**config.mk**
```make
export PLATFORM = sky130hd
export DESIGN_NAME = rate_loop_ctrl
export DESIGN_NICKNAME = d
export VERILOG_FILES = /design/src/rtl/rll_pkg.sv /design/src/rtl/rll_fill_sampler.sv /design/src/rtl/rll_pulse_gen.sv /design/src/rtl/rll_just_acc.sv /design/src/rtl/rate_loop_ctrl.sv
export SDC_FILE = /design/constraint.sdc
export NUM_CORES = 1
export LEC_CHECK = 0
export ABC_AREA = 1
export BUFFER_PORTS_ARGS = -buffer_cell sky130_fd_sc_hd__clkbuf_2
export CORE_MARGIN = 2
export CORE_UTILIZATION = 55
export CTS_CLUSTER_SIZE = 30
export DETAILED_ROUTE_END_ITERATION = 7
export PLACE_DENSITY_LB_ADDON = 0.25
export SYNTH_ARGS = -nofsm -noshare
export SYNTH_HDL_FRONTEND = slang
export SYNTH_SLANG_ARGS = --single-unit
```
**constraint.sdc**
```tcl
create_clock -name clk -period 4.55 [get_ports clk]
set_input_delay 0.455 -clock clk [delete_from_list [all_inputs] [get_ports clk]]
set_output_delay 0.455 -clock clk [all_outputs]
set_load 0.1 [all_outputs]
```
**src/rtl/rll_pkg.sv**
```systemverilog
package rll_pkg;
  typedef enum logic {DIR_LOWER = 1'b0, DIR_RAISE = 1'b1} steer_e;
endpackage

```
**src/rtl/rll_fill_sampler.sv**
```systemverilog
module rll_fill_sampler #(
  parameter int PTR_W      = 6,
  parameter int MAX_PULSES = 15,
  localparam int CNT_W     = $clog2(MAX_PULSES + 1)
) (
  input  logic              clk,
  input  logic              rst,
  input  logic              strobe_i,
  input  logic [PTR_W-1:0]  wr_ptr_i,
  input  logic [PTR_W-1:0]  rd_ptr_i,
  input  logic [PTR_W-1:0]  target_i,
  input  logic [PTR_W-1:0]  deadband_i,
  output logic              load_o,
  output logic [CNT_W-1:0]  count_o,
  output rll_pkg::steer_e   dir_o
);
  localparam logic [PTR_W:0] CLAMP = (PTR_W+1)'(MAX_PULSES);

  logic [PTR_W-1:0] fill;
  logic [PTR_W:0]   err;
  logic [PTR_W:0]   mag;
  logic [CNT_W-1:0] count_d;

  always_comb begin
    fill = wr_ptr_i - rd_ptr_i;
    err  = {1'b0, fill} - {1'b0, target_i};
    mag  = err[PTR_W] ? (~err + 1'b1) : err;
    if (mag <= {1'b0, deadband_i})
      count_d = '0;
    else if (mag > CLAMP)
      count_d = CNT_W'(MAX_PULSES);
    else
      count_d = mag[CNT_W-1:0];
  end

  always_ff @(posedge clk) begin
    if (rst) begin
      load_o  <= 1'b0;
      count_o <= '0;
      dir_o   <= rll_pkg::DIR_LOWER;
    end else begin
      load_o <= strobe_i;
      if (strobe_i) begin
        count_o <= count_d;
        dir_o   <= err[PTR_W] ? rll_pkg::DIR_LOWER : rll_pkg::DIR_RAISE;
      end
    end
  end
endmodule

```
**src/rtl/rll_pulse_gen.sv**
```systemverilog
module rll_pulse_gen #(
  parameter int CNT_W   = 4,
  parameter int HI_CYC  = 4,
  parameter int LO_CYC  = 4,
  localparam int PERIOD = HI_CYC + LO_CYC,
  localparam int PH_W   = $clog2(PERIOD)
) (
  input  logic             clk,
  input  logic             rst,
  input  logic             load_i,
  input  logic [CNT_W-1:0] count_i,
  input  rll_pkg::steer_e  dir_i,
  output logic             raise_o,
  output logic             lower_o
);
  localparam logic [PH_W-1:0] HI_L   = PH_W'(HI_CYC);
  localparam logic [PH_W-1:0] LAST_L = PH_W'(PERIOD - 1);

  logic [CNT_W-1:0] remain;
  logic [PH_W-1:0]  phase;
  rll_pkg::steer_e  dir_q;
  logic             high_now;

  assign high_now = (remain != '0) && (phase < HI_L);

  always_ff @(posedge clk) begin
    if (rst) begin
      remain  <= '0;
      phase   <= '0;
      dir_q   <= rll_pkg::DIR_LOWER;
      raise_o <= 1'b0;
      lower_o <= 1'b0;
    end else if (load_i) begin
      remain  <= count_i;
      phase   <= '0;
      dir_q   <= dir_i;
      raise_o <= 1'b0;
      lower_o <= 1'b0;
    end else begin
      raise_o <= high_now && (dir_q == rll_pkg::DIR_RAISE);
      lower_o <= high_now && (dir_q == rll_pkg::DIR_LOWER);
      if (remain != '0) begin
        if (phase == LAST_L) begin
          phase  <= '0;
          remain <= remain - 1'b1;
        end else begin
          phase <= phase + 1'b1;
        end
      end
    end
  end
endmodule

```
**src/rtl/rll_just_acc.sv**
```systemverilog
module rll_just_acc #(
  parameter int JUST_W = 3
) (
  input  logic clk,
  input  logic rst,
  input  logic pos_i,
  input  logic neg_i,
  output logic extra_o,
  output logic skip_o
);
  localparam logic [JUST_W-1:0] TOP = '1;

  logic [JUST_W-1:0] bal;

  always_ff @(posedge clk) begin
    if (rst) begin
      bal     <= '0;
      extra_o <= 1'b0;
      skip_o  <= 1'b0;
    end else begin
      extra_o <= 1'b0;
      skip_o  <= 1'b0;
      if (neg_i && !pos_i) begin
        bal     <= bal + 1'b1;
        extra_o <= (bal == TOP);
      end else if (pos_i && !neg_i) begin
        bal    <= bal - 1'b1;
        skip_o <= (bal == '0);
      end
    end
  end
endmodule

```
**src/rtl/rate_loop_ctrl.sv**
```systemverilog
module rate_loop_ctrl #(
  parameter int PTR_W      = 6,
  parameter int MAX_PULSES = 15,
  parameter int HI_CYC     = 4,
  parameter int LO_CYC     = 4,
  parameter int JUST_W     = 3
) (
  input  logic             clk,
  input  logic             rst,
  input  logic             row_strobe,
  input  logic [PTR_W-1:0] wr_ptr,
  input  logic [PTR_W-1:0] rd_ptr,
  input  logic [PTR_W-1:0] target,
  input  logic [PTR_W-1:0] deadband,
  input  logic             pos_just,
  input  logic             neg_just,
  output logic             raise_p,
  output logic             raise_n,
  output logic             lower_p,
  output logic             lower_n,
  output logic             extra_word,
  output logic             skip_word
);
  localparam int CNT_W = $clog2(MAX_PULSES + 1);

  logic             smp_load;
  logic [CNT_W-1:0] smp_count;
  rll_pkg::steer_e  smp_dir;
  logic             raise_q;
  logic             lower_q;

  rll_fill_sampler #(.PTR_W(PTR_W), .MAX_PULSES(MAX_PULSES)) sampler_i (
    .clk(clk), .rst(rst), .strobe_i(row_strobe),
    .wr_ptr_i(wr_ptr), .rd_ptr_i(rd_ptr),
    .target_i(target), .deadband_i(deadband),
    .load_o(smp_load), .count_o(smp_count), .dir_o(smp_dir)
  );

  rll_pulse_gen #(.CNT_W(CNT_W), .HI_CYC(HI_CYC), .LO_CYC(LO_CYC)) pulses_i (
    .clk(clk), .rst(rst), .load_i(smp_load), .count_i(smp_count),
    .dir_i(smp_dir), .raise_o(raise_q), .lower_o(lower_q)
  );

  rll_just_acc #(.JUST_W(JUST_W)) just_i (
    .clk(clk), .rst(rst), .pos_i(pos_just), .neg_i(neg_just),
    .extra_o(extra_word), .skip_o(skip_word)
  );

  assign raise_p = raise_q;
  assign raise_n = ~raise_q;
  assign lower_p = lower_q;
  assign lower_n = ~lower_q;
endmodule

```
==> results by stage <==
Global route:
- For this run the aggregate overflow at the end of global routing stands at 0.
- The number of global-route vias before repair came to about 1,500.
- The first global-routing pass estimated slightly below 6000 um of wire.
- The initial antenna violation count is 0.
- The largest net degree at the start of global routing is 12.
- In the global route stage, overall resource usage came out at 19.7%.

Worst setup path:
- The nature of the critical path endpoint is a flop.
- The slowest cell on the critical path is fa_1.
- The critical path data required time is between 4 and 5 ns.
- The path type of the worst setup path is input port to flop.
- Along the worst path, the maximum fanout reaches 7.
- At the worst endpoint, the arrival time is roughly 3.8 ns.
- The logic depth of the worst register-to-register path is 9.
- The critical path startpoint category is an input port.
- The most frequent cell on the critical path is nand2_1.
- In this run the critical register-to-register path is captured at pulses_i.remain[2].
- The setup check on the worst reg-to-reg path leaves a slack of about 2.8 ns.
- The endpoint of the most critical setup path is sampler_i.count_o[0].
- For this run, the slowest stage of the critical path takes 0.40 ns.
- Tracing the worst setup path back leads to its startpoint at wr_ptr[0].
- The startpoint identified for the worst register-to-register timing path is pulses_i.remain[0].

Timing:
- On the final layout, the worst clock skew is 0.0131 ns.
- The hold slack is roughly 0.43 ns.
- The final hold violation count was 0.
- Setup repair after global routing left no endpoint under its margin.
- The timing-limited maximum frequency is 0.282 GHz.
- The final critical path takes up between 70 and 80% of the cycle.
- The total negative slack for setup checks is 0 ns.
- The number of setup violations in the final report is 0.
- Headroom to the max-slew limit came out at between 60% and 70%.
- Setup slack on the critical path of the routed design comes to around 1.0 ns.
- The transition at the pin with the smallest max-transition slack is about 0.55 ns.
- The number of pins with negative max-slew slack in the final report is 0.
- After layout, the minimum clock period comes to 3.54 ns.

Placed design:
- The post-placement cell count is between 300 and 400.
- The worst slack at placement is between 0.6 and 0.7 ns.
- The congestion estimate from routability-driven global placement came to about 0.77.
- The number of buffer cells added on primary ports is 34.
- The instance area after placement is around 2000 um^2.
- After legalization and detailed placement, the total HPWL measured about 2800 um.

Clock tree:
- After clock tree synthesis, the repair step resized 0 gates.
- The maximum level of the CTS H-tree is 1.
- TritonCTS built the clock tree.
- The cell at the root of the clock tree is clkbuf_4.
- The clock net in this run drives a total of 21 sinks.
- The clock edge transition at the registers on the reported setup and hold paths is between 0.1 and 0.15 ns.
- The maximum count of clock buffers along a single path is 2.
- In this run the post-CTS setup repair buffer count came out at 0.
- For the worst-skew pair, the clock arrives at the later sink with an insertion delay of 0.31 ns.
- The number of buffers inserted for hold repair after clock tree synthesis is 0.
- The total clock buffers created by CTS is 3.

Floorplanning:
- The floorplan row count is 20.
- The initial core utilization is 58.5%.
- The I/O pin count is 35.
- The die outline width is a little over 60 um.
- Measured along the y axis, the die boundary spans 61.5 um.
- The floorplan step defined a die boundary enclosing 3780 um^2.
- The standard cell core area is around 3100 um^2.

Logic synthesis:
- The portion of synthesized area spent on multiplexers is 0%.
- The per-instance average area after synthesis is between 6 and 7 um^2.
- dfxtp_1 takes more of the synthesized area than any other cell.
- The number of flops mapped to enable cells by yosys is 0.
- The total number of yosys warnings is 0.
- The post-synthesis instance total is 265.
- For this run, asynchronously set or reset flops after synthesis account for 0%.
- The area share of the leading cell type in the synthesized netlist is around 23%.
- After synthesis, the netlist uses 30 different library cells.
- The sequential cell area fraction in the yosys report is 23.2%.
- The cell area that synthesis handed to floorplanning was around 1800 um^2.
- Counting instances in the post-synthesis netlist gives the leading cell types as nand2_1 (57), inv_1 (54), ha_1 (24).
- Summing the areas of all and, or, nand and nor instances in the mapped netlist gives roughly 28% of the synthesized area.
- Ranked by total cell area, the synthesized netlist is headed by dfxtp_1 (23%), ha_1 (17%), nand2_1 (12%).
- The largest family of logic cells by synthesized area is simple AND/OR/NAND/NOR gates.
- The synthesized netlist devotes 19.8% of its cell area to adder and majority cells.
- Among all flip-flop cells after synthesis, the most frequent one is dfxtp_1.
- Counting flops and latches in the post-synthesis netlist gives 21.
- The complex-gate fraction of the synthesized area is roughly an eighth.
- The synthesized netlist devotes between 2 and 3% of its cell area to XOR and XNOR gates.
- By instance count, the leading cell after synthesis is nand2_1.
- The number of nets in the synthesized netlist is about 320.

Route:
- The count of TritonRoute iterations in the first routing pass is 4.
- The number of antenna-violating nets in the routed design is 0.
- In the routed design, unresolved DRC markers number 0.
- For this block, the initial DRC count from the detailed router was just over 60.
- The via count is ~1,700.
- In the final routed layout, each cell accounts on average for 9.56 um.
- The detail-routed via count per cell is 4.93.
- The wire length reported by the detailed router is around 3300 um.

Outcome:
- The flow ran to the end, and the final reports show no timing, DRC or antenna violations.

Finish:
- The finished cells cover roughly 2000 um^2.
- The antenna diode instance count is 0.
- The area growth from synthesis to layout is 12.8%.
- The post-route non-filler standard cell count is 344.
- In the final layout, the share of cells above drive strength 1 is between 15 and 20%.
- At the end of the flow, the number of nets in the layout was ~360.

Min path:
- The tightest min-delay check is of the input port to flop type.

Pwr:
- The total power divided by cell area is 353 nW/um^2.
- In this run the static leakage power is ~1.1 nW.
- The worst vdd rail ir drop is ~0.14 mV.

Flow run:
- The tool flagged a number of max-cap violations equal to 0.
## cells in the final DEF, fill, tap and decap left out, drive strengths merged
master / instances
o21a: 1
nor2: 16
a21boi: 1
clkbuf: 38
xor2: 5
o211ai: 1
o211a: 1
and3: 1
dfxtp: 21
nand3: 27
fa: 3
a21oi: 19
nand2: 59
a31o: 1
nor3: 3
xnor2: 1
inv: 57
nand4: 4
a21o: 1
nand3b: 1
ha: 24
a31oi: 1
o21ai: 13
or2: 1
## where the power goes
| part | total (W) | switching [W] | internal [W] |
|---|---|---|---|
| registers | 0.000225 | 0.0000166 | 0.000209 |
| clock network | 0.0000890 | 0.0000549 | 0.0000342 |
| logic | 0.000409 | 0.000253 | 0.000157 |
| total | 0.000724 | 0.000324 | 0.000399 |
## cells by family after synthesis
family | after synthesis
flops | 21
xor+xnor | 6
fa+ha+maj | 27
compound gates | 39
buf+inv | 60
simple gates | 112
## final cells by class
cell class	count	area (um^2)
repair buffers	34	170
well taps	44	55.1
flip-flops and latches	21	420
fillers	314	1050
multi-input cells	184	1160
clock buffers	4	26.3
inverters	57	214
## critical path: cells and delay by family
family | cells | cell delay (ns)
compound gates | 4 | 0.55
xor+xnor | 1 | 0.15
fa+ha+maj | 4 | 1.22
buf+inv | 4 | 0.23
simple gates | 13 | 1.19
## layer usage
layer	wire [um]	GRT usage [%]
met1	1650	25.8
met3	138	4.41
met5	0	0
met4	0	1.22
met2	1500	35.0
## flip-flops by register name, indices dropped and copies added, names as in the netlist
signal	cells
just_i.bal	3
just_i.extra_o	1
just_i.skip_o	1
pulses_i.dir_q	1
pulses_i.lower_o	1
pulses_i.phase	3
pulses_i.raise_o	1
pulses_i.remain	4
sampler_i.count_o	4
sampler_i.dir_o	1
sampler_i.load_o	1
## how the worst min path moves through the flow
stage,start,cells after the start,endpoint,slack (ns)
after floorplan,pulses_i.dir_q,1,pulses_i.lower_o,0.41
after global placement,pulses_i.dir_q,1,pulses_i.lower_o,0.43
after detailed placement,pulses_i.dir_q,1,pulses_i.lower_o,0.44
after CTS,row_strobe,3,sampler_i.dir_o,0.42
after global routing,row_strobe,3,sampler_i.dir_o,0.43
final,row_strobe,3,sampler_i.dir_o,0.43
## through the flow
step                total power, W  util (%)
floorplan                 0.000562         -
global placement          0.000627      65.2
detailed placement        0.000640      65.2
CTS                       0.000727      66.0
global route              0.000804      66.0
finish                    0.000724      66.0
Power figures use the tool's default switching activity.
